===== src/rtl/fcd_pkg.sv =====
package fcd_pkg;

    typedef enum logic [2:0] {
        MODE_READ    = 3'd0,
        MODE_AUTOSEL = 3'd1,
        MODE_BYPASS  = 3'd2,
        MODE_ERASING = 3'd3,
        MODE_SUSPEND = 3'd4,
        MODE_SECURE  = 3'd5
    } mode_e;

    typedef enum logic [3:0] {
        OP_NONE         = 4'd0,
        OP_RESET        = 4'd1,
        OP_AUTOSEL      = 4'd2,
        OP_CFI          = 4'd3,
        OP_PROGRAM      = 4'd4,
        OP_CHIP_ERASE   = 4'd5,
        OP_SECTOR_ERASE = 4'd6,
        OP_SUSPEND      = 4'd7,
        OP_RESUME       = 4'd8,
        OP_BYP_ENTER    = 4'd9,
        OP_BYP_EXIT     = 4'd10,
        OP_SEC_ENTER    = 4'd11,
        OP_SEC_EXIT     = 4'd12
    } op_e;

    typedef enum logic [3:0] {
        SQ_IDLE,
        SQ_UNL1,
        SQ_UNL2,
        SQ_PROG,
        SQ_ERS3,
        SQ_ERS4,
        SQ_ERS5,
        SQ_BYP_PROG,
        SQ_BYP_EXIT,
        SQ_SEC_EXIT
    } seq_e;

    // classified view of one host write
    typedef struct packed {
        logic       at_555;
        logic       at_2aa;
        logic       at_055;
        logic [7:0] code;
    } cyc_t;

    localparam int          CMP_AW     = 16;
    localparam logic [15:0] ADR_UNLK_A = 16'h0555;
    localparam logic [15:0] ADR_UNLK_B = 16'h02AA;
    localparam logic [15:0] ADR_QUERY  = 16'h0055;

    localparam logic [7:0] B_UNLK_A  = 8'hAA;
    localparam logic [7:0] B_UNLK_B  = 8'h55;
    localparam logic [7:0] B_IDENT   = 8'h90;
    localparam logic [7:0] B_PROG    = 8'hA0;
    localparam logic [7:0] B_ERSETUP = 8'h80;
    localparam logic [7:0] B_BYPASS  = 8'h20;
    localparam logic [7:0] B_SECURE  = 8'h88;
    localparam logic [7:0] B_RESET   = 8'hF0;
    localparam logic [7:0] B_QUERY   = 8'h98;
    localparam logic [7:0] B_CHIP    = 8'h10;
    localparam logic [7:0] B_SECTOR  = 8'h30;
    localparam logic [7:0] B_SUSPEND = 8'hB0;
    localparam logic [7:0] B_RESUME  = 8'h30;
    localparam logic [7:0] B_EXIT    = 8'h00;

    // modes in which reset and query writes are honoured
    function automatic logic open_mode(mode_e m);
        return (m == MODE_READ) || (m == MODE_AUTOSEL);
    endfunction

    function automatic logic is_unlk_a(cyc_t c);
        return c.at_555 && (c.code == B_UNLK_A);
    endfunction

    function automatic logic is_unlk_b(cyc_t c);
        return c.at_2aa && (c.code == B_UNLK_B);
    endfunction

endpackage


===== src/rtl/fcd_classify.sv =====
module fcd_classify
    import fcd_pkg::*;
(
    input  logic [CMP_AW-1:0] addr_lo,
    input  logic [7:0]        data_lo,
    output cyc_t              cyc
);
    always_comb begin
        cyc.at_555 = (addr_lo == ADR_UNLK_A);
        cyc.at_2aa = (addr_lo == ADR_UNLK_B);
        cyc.at_055 = (addr_lo == ADR_QUERY);
        cyc.code   = data_lo;
    end
endmodule


===== src/rtl/fcd_fsm.sv =====
module fcd_fsm
    import fcd_pkg::*;
(
    input  logic  clk,
    input  logic  rst,
    input  logic  stb,
    input  cyc_t  cyc,
    input  logic  erase_busy,
    output mode_e mode,
    output logic  emit,
    output op_e   op
);
    seq_e  seq, seq_n;
    mode_e mode_n;
    logic  sect_q, sect_n;
    logic  busy_q;
    logic  erase_done;

    assign erase_done = (mode == MODE_ERASING) && busy_q && !erase_busy;

    always_comb begin
        seq_n  = seq;
        mode_n = mode;
        sect_n = sect_q;
        emit   = 1'b0;
        op     = OP_NONE;
        if (stb) begin
            seq_n = SQ_IDLE;
            if (cyc.code == B_RESET && open_mode(mode) && seq != SQ_PROG) begin
                emit   = 1'b1;
                op     = OP_RESET;
                mode_n = MODE_READ;
            end else begin
                case (seq)
                    SQ_IDLE: begin
                        case (mode)
                            MODE_READ: begin
                                if (cyc.at_055 && cyc.code == B_QUERY) begin
                                    emit = 1'b1;
                                    op   = OP_CFI;
                                end else if (is_unlk_a(cyc)) begin
                                    seq_n = SQ_UNL1;
                                end
                            end
                            MODE_AUTOSEL: begin
                                if (cyc.at_055 && cyc.code == B_QUERY) begin
                                    emit = 1'b1;
                                    op   = OP_CFI;
                                end
                            end
                            MODE_BYPASS: begin
                                if (cyc.code == B_PROG)
                                    seq_n = SQ_BYP_PROG;
                                else if (cyc.code == B_IDENT)
                                    seq_n = SQ_BYP_EXIT;
                            end
                            MODE_ERASING: begin
                                if (cyc.code == B_SUSPEND && sect_q) begin
                                    emit   = 1'b1;
                                    op     = OP_SUSPEND;
                                    mode_n = MODE_SUSPEND;
                                end
                            end
                            MODE_SUSPEND: begin
                                if (cyc.code == B_RESUME) begin
                                    emit   = 1'b1;
                                    op     = OP_RESUME;
                                    mode_n = MODE_ERASING;
                                end else if (is_unlk_a(cyc)) begin
                                    seq_n = SQ_UNL1;
                                end
                            end
                            MODE_SECURE: begin
                                if (is_unlk_a(cyc))
                                    seq_n = SQ_UNL1;
                            end
                            default: ;
                        endcase
                    end
                    SQ_UNL1: begin
                        if (is_unlk_b(cyc))
                            seq_n = SQ_UNL2;
                    end
                    SQ_UNL2: begin
                        if (cyc.at_555) begin
                            if (mode == MODE_READ) begin
                                case (cyc.code)
                                    B_IDENT: begin
                                        emit   = 1'b1;
                                        op     = OP_AUTOSEL;
                                        mode_n = MODE_AUTOSEL;
                                    end
                                    B_PROG:    seq_n = SQ_PROG;
                                    B_ERSETUP: seq_n = SQ_ERS3;
                                    B_BYPASS: begin
                                        emit   = 1'b1;
                                        op     = OP_BYP_ENTER;
                                        mode_n = MODE_BYPASS;
                                    end
                                    B_SECURE: begin
                                        emit   = 1'b1;
                                        op     = OP_SEC_ENTER;
                                        mode_n = MODE_SECURE;
                                    end
                                    default: ;
                                endcase
                            end else if (mode == MODE_SUSPEND) begin
                                if (cyc.code == B_PROG)
                                    seq_n = SQ_PROG;
                            end else if (mode == MODE_SECURE) begin
                                if (cyc.code == B_IDENT)
                                    seq_n = SQ_SEC_EXIT;
                            end
                        end
                    end
                    SQ_PROG, SQ_BYP_PROG: begin
                        emit = 1'b1;
                        op   = OP_PROGRAM;
                    end
                    SQ_ERS3: begin
                        if (is_unlk_a(cyc))
                            seq_n = SQ_ERS4;
                    end
                    SQ_ERS4: begin
                        if (is_unlk_b(cyc))
                            seq_n = SQ_ERS5;
                    end
                    SQ_ERS5: begin
                        if (cyc.at_555 && cyc.code == B_CHIP) begin
                            emit   = 1'b1;
                            op     = OP_CHIP_ERASE;
                            mode_n = MODE_ERASING;
                            sect_n = 1'b0;
                        end else if (cyc.code == B_SECTOR) begin
                            emit   = 1'b1;
                            op     = OP_SECTOR_ERASE;
                            mode_n = MODE_ERASING;
                            sect_n = 1'b1;
                        end
                    end
                    SQ_BYP_EXIT: begin
                        if (cyc.code == B_EXIT) begin
                            emit   = 1'b1;
                            op     = OP_BYP_EXIT;
                            mode_n = MODE_READ;
                        end
                    end
                    SQ_SEC_EXIT: begin
                        if (cyc.code == B_EXIT) begin
                            emit   = 1'b1;
                            op     = OP_SEC_EXIT;
                            mode_n = MODE_READ;
                        end
                    end
                    default: ;
                endcase
            end
        end
        if (erase_done)
            mode_n = MODE_READ;
    end

    always_ff @(posedge clk) begin
        if (rst) begin
            seq    <= SQ_IDLE;
            mode   <= MODE_READ;
            sect_q <= 1'b0;
            busy_q <= 1'b0;
        end else begin
            seq    <= seq_n;
            mode   <= mode_n;
            sect_q <= sect_n;
            busy_q <= erase_busy;
        end
    end


    suspend_entry_chk: assert property (@(posedge clk) disable iff (rst)
        (mode == MODE_SUSPEND && $past(mode) != MODE_SUSPEND) |-> $past(mode) == MODE_ERASING);


    autosel_exit_chk: assert property (@(posedge clk) disable iff (rst)
        ($past(mode) == MODE_AUTOSEL && mode != MODE_AUTOSEL) |-> mode == MODE_READ);


    bypass_exit_chk: assert property (@(posedge clk) disable iff (rst)
        ($past(mode) == MODE_BYPASS && mode != MODE_BYPASS) |-> mode == MODE_READ);


    mode_hold_chk: assert property (@(posedge clk) disable iff (rst)
        (!$past(stb) && !$past(erase_done)) |-> mode == $past(mode));


    erase_return_chk: assert property (@(posedge clk) disable iff (rst)
        ($past(mode) == MODE_ERASING && mode == MODE_READ) |-> $fell(busy_q));

endmodule


===== src/rtl/fcd_out_reg.sv =====
module fcd_out_reg
    import fcd_pkg::*;
#(
    parameter int ADDR_W = 24
) (
    input  logic              clk,
    input  logic              rst,
    input  logic              emit,
    input  op_e               op,
    input  logic [ADDR_W-1:0] addr,
    input  logic [15:0]       data,
    output logic              cmd_valid,
    output op_e               cmd_op,
    output logic [ADDR_W-1:0] cmd_addr,
    output logic [15:0]       cmd_data
);
    always_ff @(posedge clk) begin
        if (rst) begin
            cmd_valid <= 1'b0;
            cmd_op    <= OP_NONE;
            cmd_addr  <= '0;
            cmd_data  <= '0;
        end else begin
            cmd_valid <= emit;
            if (emit) begin
                cmd_op   <= op;
                cmd_addr <= addr;
                cmd_data <= data;
            end
        end
    end


    valid_op_chk: assert property (@(posedge clk) disable iff (rst)
        cmd_valid |-> cmd_op != OP_NONE);
endmodule


===== src/rtl/flash_cmd_decoder.sv =====
module flash_cmd_decoder
    import fcd_pkg::*;
#(
    parameter int ADDR_W = 24
) (
    input  logic              clk,
    input  logic              rst,
    input  logic              wr_stb,
    input  logic [ADDR_W-1:0] wr_addr,
    input  logic [15:0]       wr_data,
    input  logic              erase_busy,
    output logic              cmd_valid,
    output logic [3:0]        cmd_op,
    output logic [ADDR_W-1:0] cmd_addr,
    output logic [15:0]       cmd_data,
    output logic [2:0]        mode
);
    cyc_t  cyc;
    mode_e mode_s;
    logic  emit;
    op_e   op;
    op_e   op_q;

    fcd_classify u_classify (
        .addr_lo (wr_addr[CMP_AW-1:0]),
        .data_lo (wr_data[7:0]),
        .cyc     (cyc)
    );

    fcd_fsm u_fsm (
        .clk        (clk),
        .rst        (rst),
        .stb        (wr_stb),
        .cyc        (cyc),
        .erase_busy (erase_busy),
        .mode       (mode_s),
        .emit       (emit),
        .op         (op)
    );

    fcd_out_reg #(.ADDR_W(ADDR_W)) u_out (
        .clk       (clk),
        .rst       (rst),
        .emit      (emit),
        .op        (op),
        .addr      (wr_addr),
        .data      (wr_data),
        .cmd_valid (cmd_valid),
        .cmd_op    (op_q),
        .cmd_addr  (cmd_addr),
        .cmd_data  (cmd_data)
    );

    assign cmd_op = op_q;
    assign mode   = mode_s;


    pulse_src_chk: assert property (@(posedge clk) disable iff (rst)
        cmd_valid |-> $past(wr_stb));


    prog_data_chk: assert property (@(posedge clk) disable iff (rst)
        (cmd_valid && cmd_op == OP_PROGRAM) |-> cmd_data == $past(wr_data));
endmodule


===== config.mk =====
export PLATFORM = sky130hd
export DESIGN_NAME = flash_cmd_decoder
export DESIGN_NICKNAME = d
export VERILOG_FILES = /design/src/rtl/fcd_pkg.sv /design/src/rtl/fcd_classify.sv /design/src/rtl/fcd_fsm.sv /design/src/rtl/fcd_out_reg.sv /design/src/rtl/flash_cmd_decoder.sv
export SDC_FILE = /design/constraint.sdc
export NUM_CORES = 1
export LEC_CHECK = 0
export BUFFER_PORTS_ARGS = -buffer_cell sky130_fd_sc_hd__clkbuf_2
export CORE_MARGIN = 1
export CORE_UTILIZATION = 55
export DETAILED_ROUTE_END_ITERATION = 12
export PLACE_DENSITY = 0.81
export SLEW_MARGIN = 10
export SYNTH_ARGS = -nofsm -noshare
export SYNTH_HDL_FRONTEND = slang
export SYNTH_SLANG_ARGS = --single-unit

===== constraint.sdc =====
create_clock -name clk -period 6.85 [get_ports clk]
set_input_delay 0.685 -clock clk [delete_from_list [all_inputs] [get_ports clk]]
set_output_delay 0.685 -clock clk [all_outputs]
set_load 0.02 [all_outputs]

==> metrics.csv <==
metric;value;unit
synth_seq_area_share;27.0;%
post_cts_buffers;0;
setup_viol;0;
via_per_inst;6.89;
hold_path.startpoint;u_out.cmd_op[0];
netlist_instances;530;
synth_fp_nets;574;
start_util;58.0;%
synthArstFlopShare;0;%
wirelength;13.0;mm
grt_pass1_wl;20.1;mm
ys_top_cells_by_area;dfxtp_1, a32oi_1, nand4_1;
die_h;87.3;um
dpl.hpwl;8.44;mm
grt-ovfl-total;0;
fin_crit;3.54;ns
worstMarginPinSlew;1.18;ns
syn_avg_cell_area;7.55;um2
grt_use_total;33.3;%
rows;30;
worst-path-max-fanout;18;
dieArea;7620;um2
grt_pass1_vias;4057;
r2r_start;u_fsm.seq[1];
slew-limit-headroom;21.0;%
yosysTopAreaCellShare;27.0;%
cts.sinks;54;
cts.path.max_buffers;2;
ios;92;
post_cts_resize_count;0;
rr_endpoint;u_out.cmd_op[3];
clk_pin_slew;0.12;ns
core-area;6910;um2
outcome;complete, no violations;
die_w;87.3;um
cts_tree;yes;
post-route-util;64.9;%
synth.most_common_cell;dfxtp_1;
fin_crit_sh;51.7;%
cts_hold_buf;0;
postRouteAntennaNets;0;
fmax;0.282;GHz
wl_per_cell;19.3;um
num_antenna_cells;0;
reg2reg_slack;3.31;ns
vdd_drop_max;98.3;uV
maxCapViolCount;0;
final.setup.tns;0;ns
dr.pass1.iters;5;
post-route-cell-area;4480;um2
drc;0;
rsz0062_at_grt;no;
register_area;1080;um2
ys.flop_type;dfxtp_1;
hold_viol_final;0;
yosysTopAreaCell;dfxtp_1;
worst-endpoint-required;7.06;ns
grt_max_degree;82;
synth-edff-count;0;
numCtsBuffers;5;
area_growth;12.0;%
gp_congestion;0.941;
arrival;3.76;ns
min_path_type;reg -> reg;
clock-skew-final;0.0122;ns
yosys.cell_types.count;68;
drive_above_1_share;22.2;%
h-tree-depth;2;
clockRootBuffer;clkbuf_8;
start_kind;flop;
clock_latency;0.32;ns
yosysWarnings;0;
drt-initial-drc-count;452;
multi_input_area;2600;um2
postPlaceCellArea;4370;um2
slew_viol_final;0;
nNetsFinal;623;
cellLeakagePower;1.90;nW
worstSetupPathType;reg -> reg;
worst-r2r-cell-count;6;
crit_path_end_kind;flop;
hold_depth;2;
fillCellCount;666;
ys_ff_latch;54;
portBuffers;91;
hold_end;u_out.cmd_op[0];
p_per_area;139;nW/um2
syn_area;4000;um2
routed-via-count;4659;
synth_common_cells;dfxtp_1, clkbuf_1, nand4_1;
antenna_found_initial;0;
[worst max-delay path, cell delays in order (launching register included)]
cell and delay (ns):
dfxtp_1 0.50, or4_1 0.64, or2_2 0.37, nor4_1 0.63, or2_1 0.65, o31ai_1 0.28, a32o_1 0.36
[layer usage]
metal	global-route usage, %	part of all wire (%)	up-vias
met2	51.5	46	309
met3	5.69	10	19
met1	46.8	42	2168
li1	-	-	2163
met5	0	0	-
met4	10.4	1.1	0
[cells in the final DEF, fill, tap and decap left out, drive strengths merged, types with 4 or more instances in the layout]
cell     synthesis  layout
clkbuf          48      96
dfxtp           54      54
nand4           47      47
o21ai           45      45
nand3           43      43
and3            43      43
nor2b           42      42
a32oi           37      37
nand2           24      24
nor2            20      20
inv             10      11
a21oi           10      10
nor3            10      10
buf              9       9
nor4             8       8
nor4bb           5       5
or2              5       5
o2111ai          4       4
a211oi           4       4
or4              4       4
o311ai           4       4
[worst max path at each step]
stage / startpoint / end / slack [ns]
finish: u_fsm.seq[1] / u_out.cmd_op[3] / 3.31
global route: u_fsm.seq[1] / u_out.cmd_op[3] / 3.23
CTS: u_fsm.seq[1] / u_out.cmd_op[3] / 3.40
detailed placement: wr_addr[12] / u_out.cmd_op[3] / 3.13
global placement: wr_addr[12] / u_out.cmd_op[3] / 3.25
floorplan: wr_addr[12] / u_fsm.mode[0] / 4.07
[per-stage QoR]
| step | hold WS [ns] | total power, mW | cells | setup WS [ns] |
|---|---|---|---|---|
| final | 0.484 | 0.621 | 676 | 3.31 |
| after global placement | 0.463 | 0.389 | 668 | 3.25 |
| after global routing | 0.510 | 0.641 | 676 | 3.23 |
| after floorplan | 0.444 | 0.364 | 530 | 4.07 |
| after CTS | 0.481 | 0.621 | 676 | 3.40 |
| after detailed placement | 0.462 | 0.390 | 668 | 3.13 |
[state kept, by name (all words and copies together) (netlist names)]
| signal | cells |
|---|---|
| u_fsm.mode | 3 |
| u_out.cmd_data | 16 |
| u_out.cmd_op | 4 |
| u_fsm.seq | 4 |
| u_out.cmd_addr | 24 |
| u_fsm.busy_q | 1 |
| u_out.cmd_valid | 1 |
| u_fsm.sect_q | 1 |
[power by group]
| group | switching [mW] | internal (mW) | total [mW] |
|---|---|---|---|
| clock | 0.125 | 0.112 | 0.236 |
| combinational | 0.0475 | 0.0222 | 0.0697 |
| sequential | 0.000615 | 0.315 | 0.315 |
| total | 0.173 | 0.449 | 0.621 |
[cell families (layout without fill, tap and decap cells)]
kind of cell	count (synthesis)	in the layout	synth area share, %
buffers and inverters	69	119	8.19
DFF	54	54	27.0
AOI/OAI and AO/OA	136	136	24.3
and+or+nand+nor	271	271	40.5
[layout make-up]
type	instances	share of cell area, %
clock buffer	5	1.54
clock inverter	3	1.09
inverter	11	0.921
multi-input combinational	407	58.0
sequential	54	24.1
tap	96	2.68
timing repair buffer	100	11.7
No activity file was read; power rests on OpenSTA's default activity.
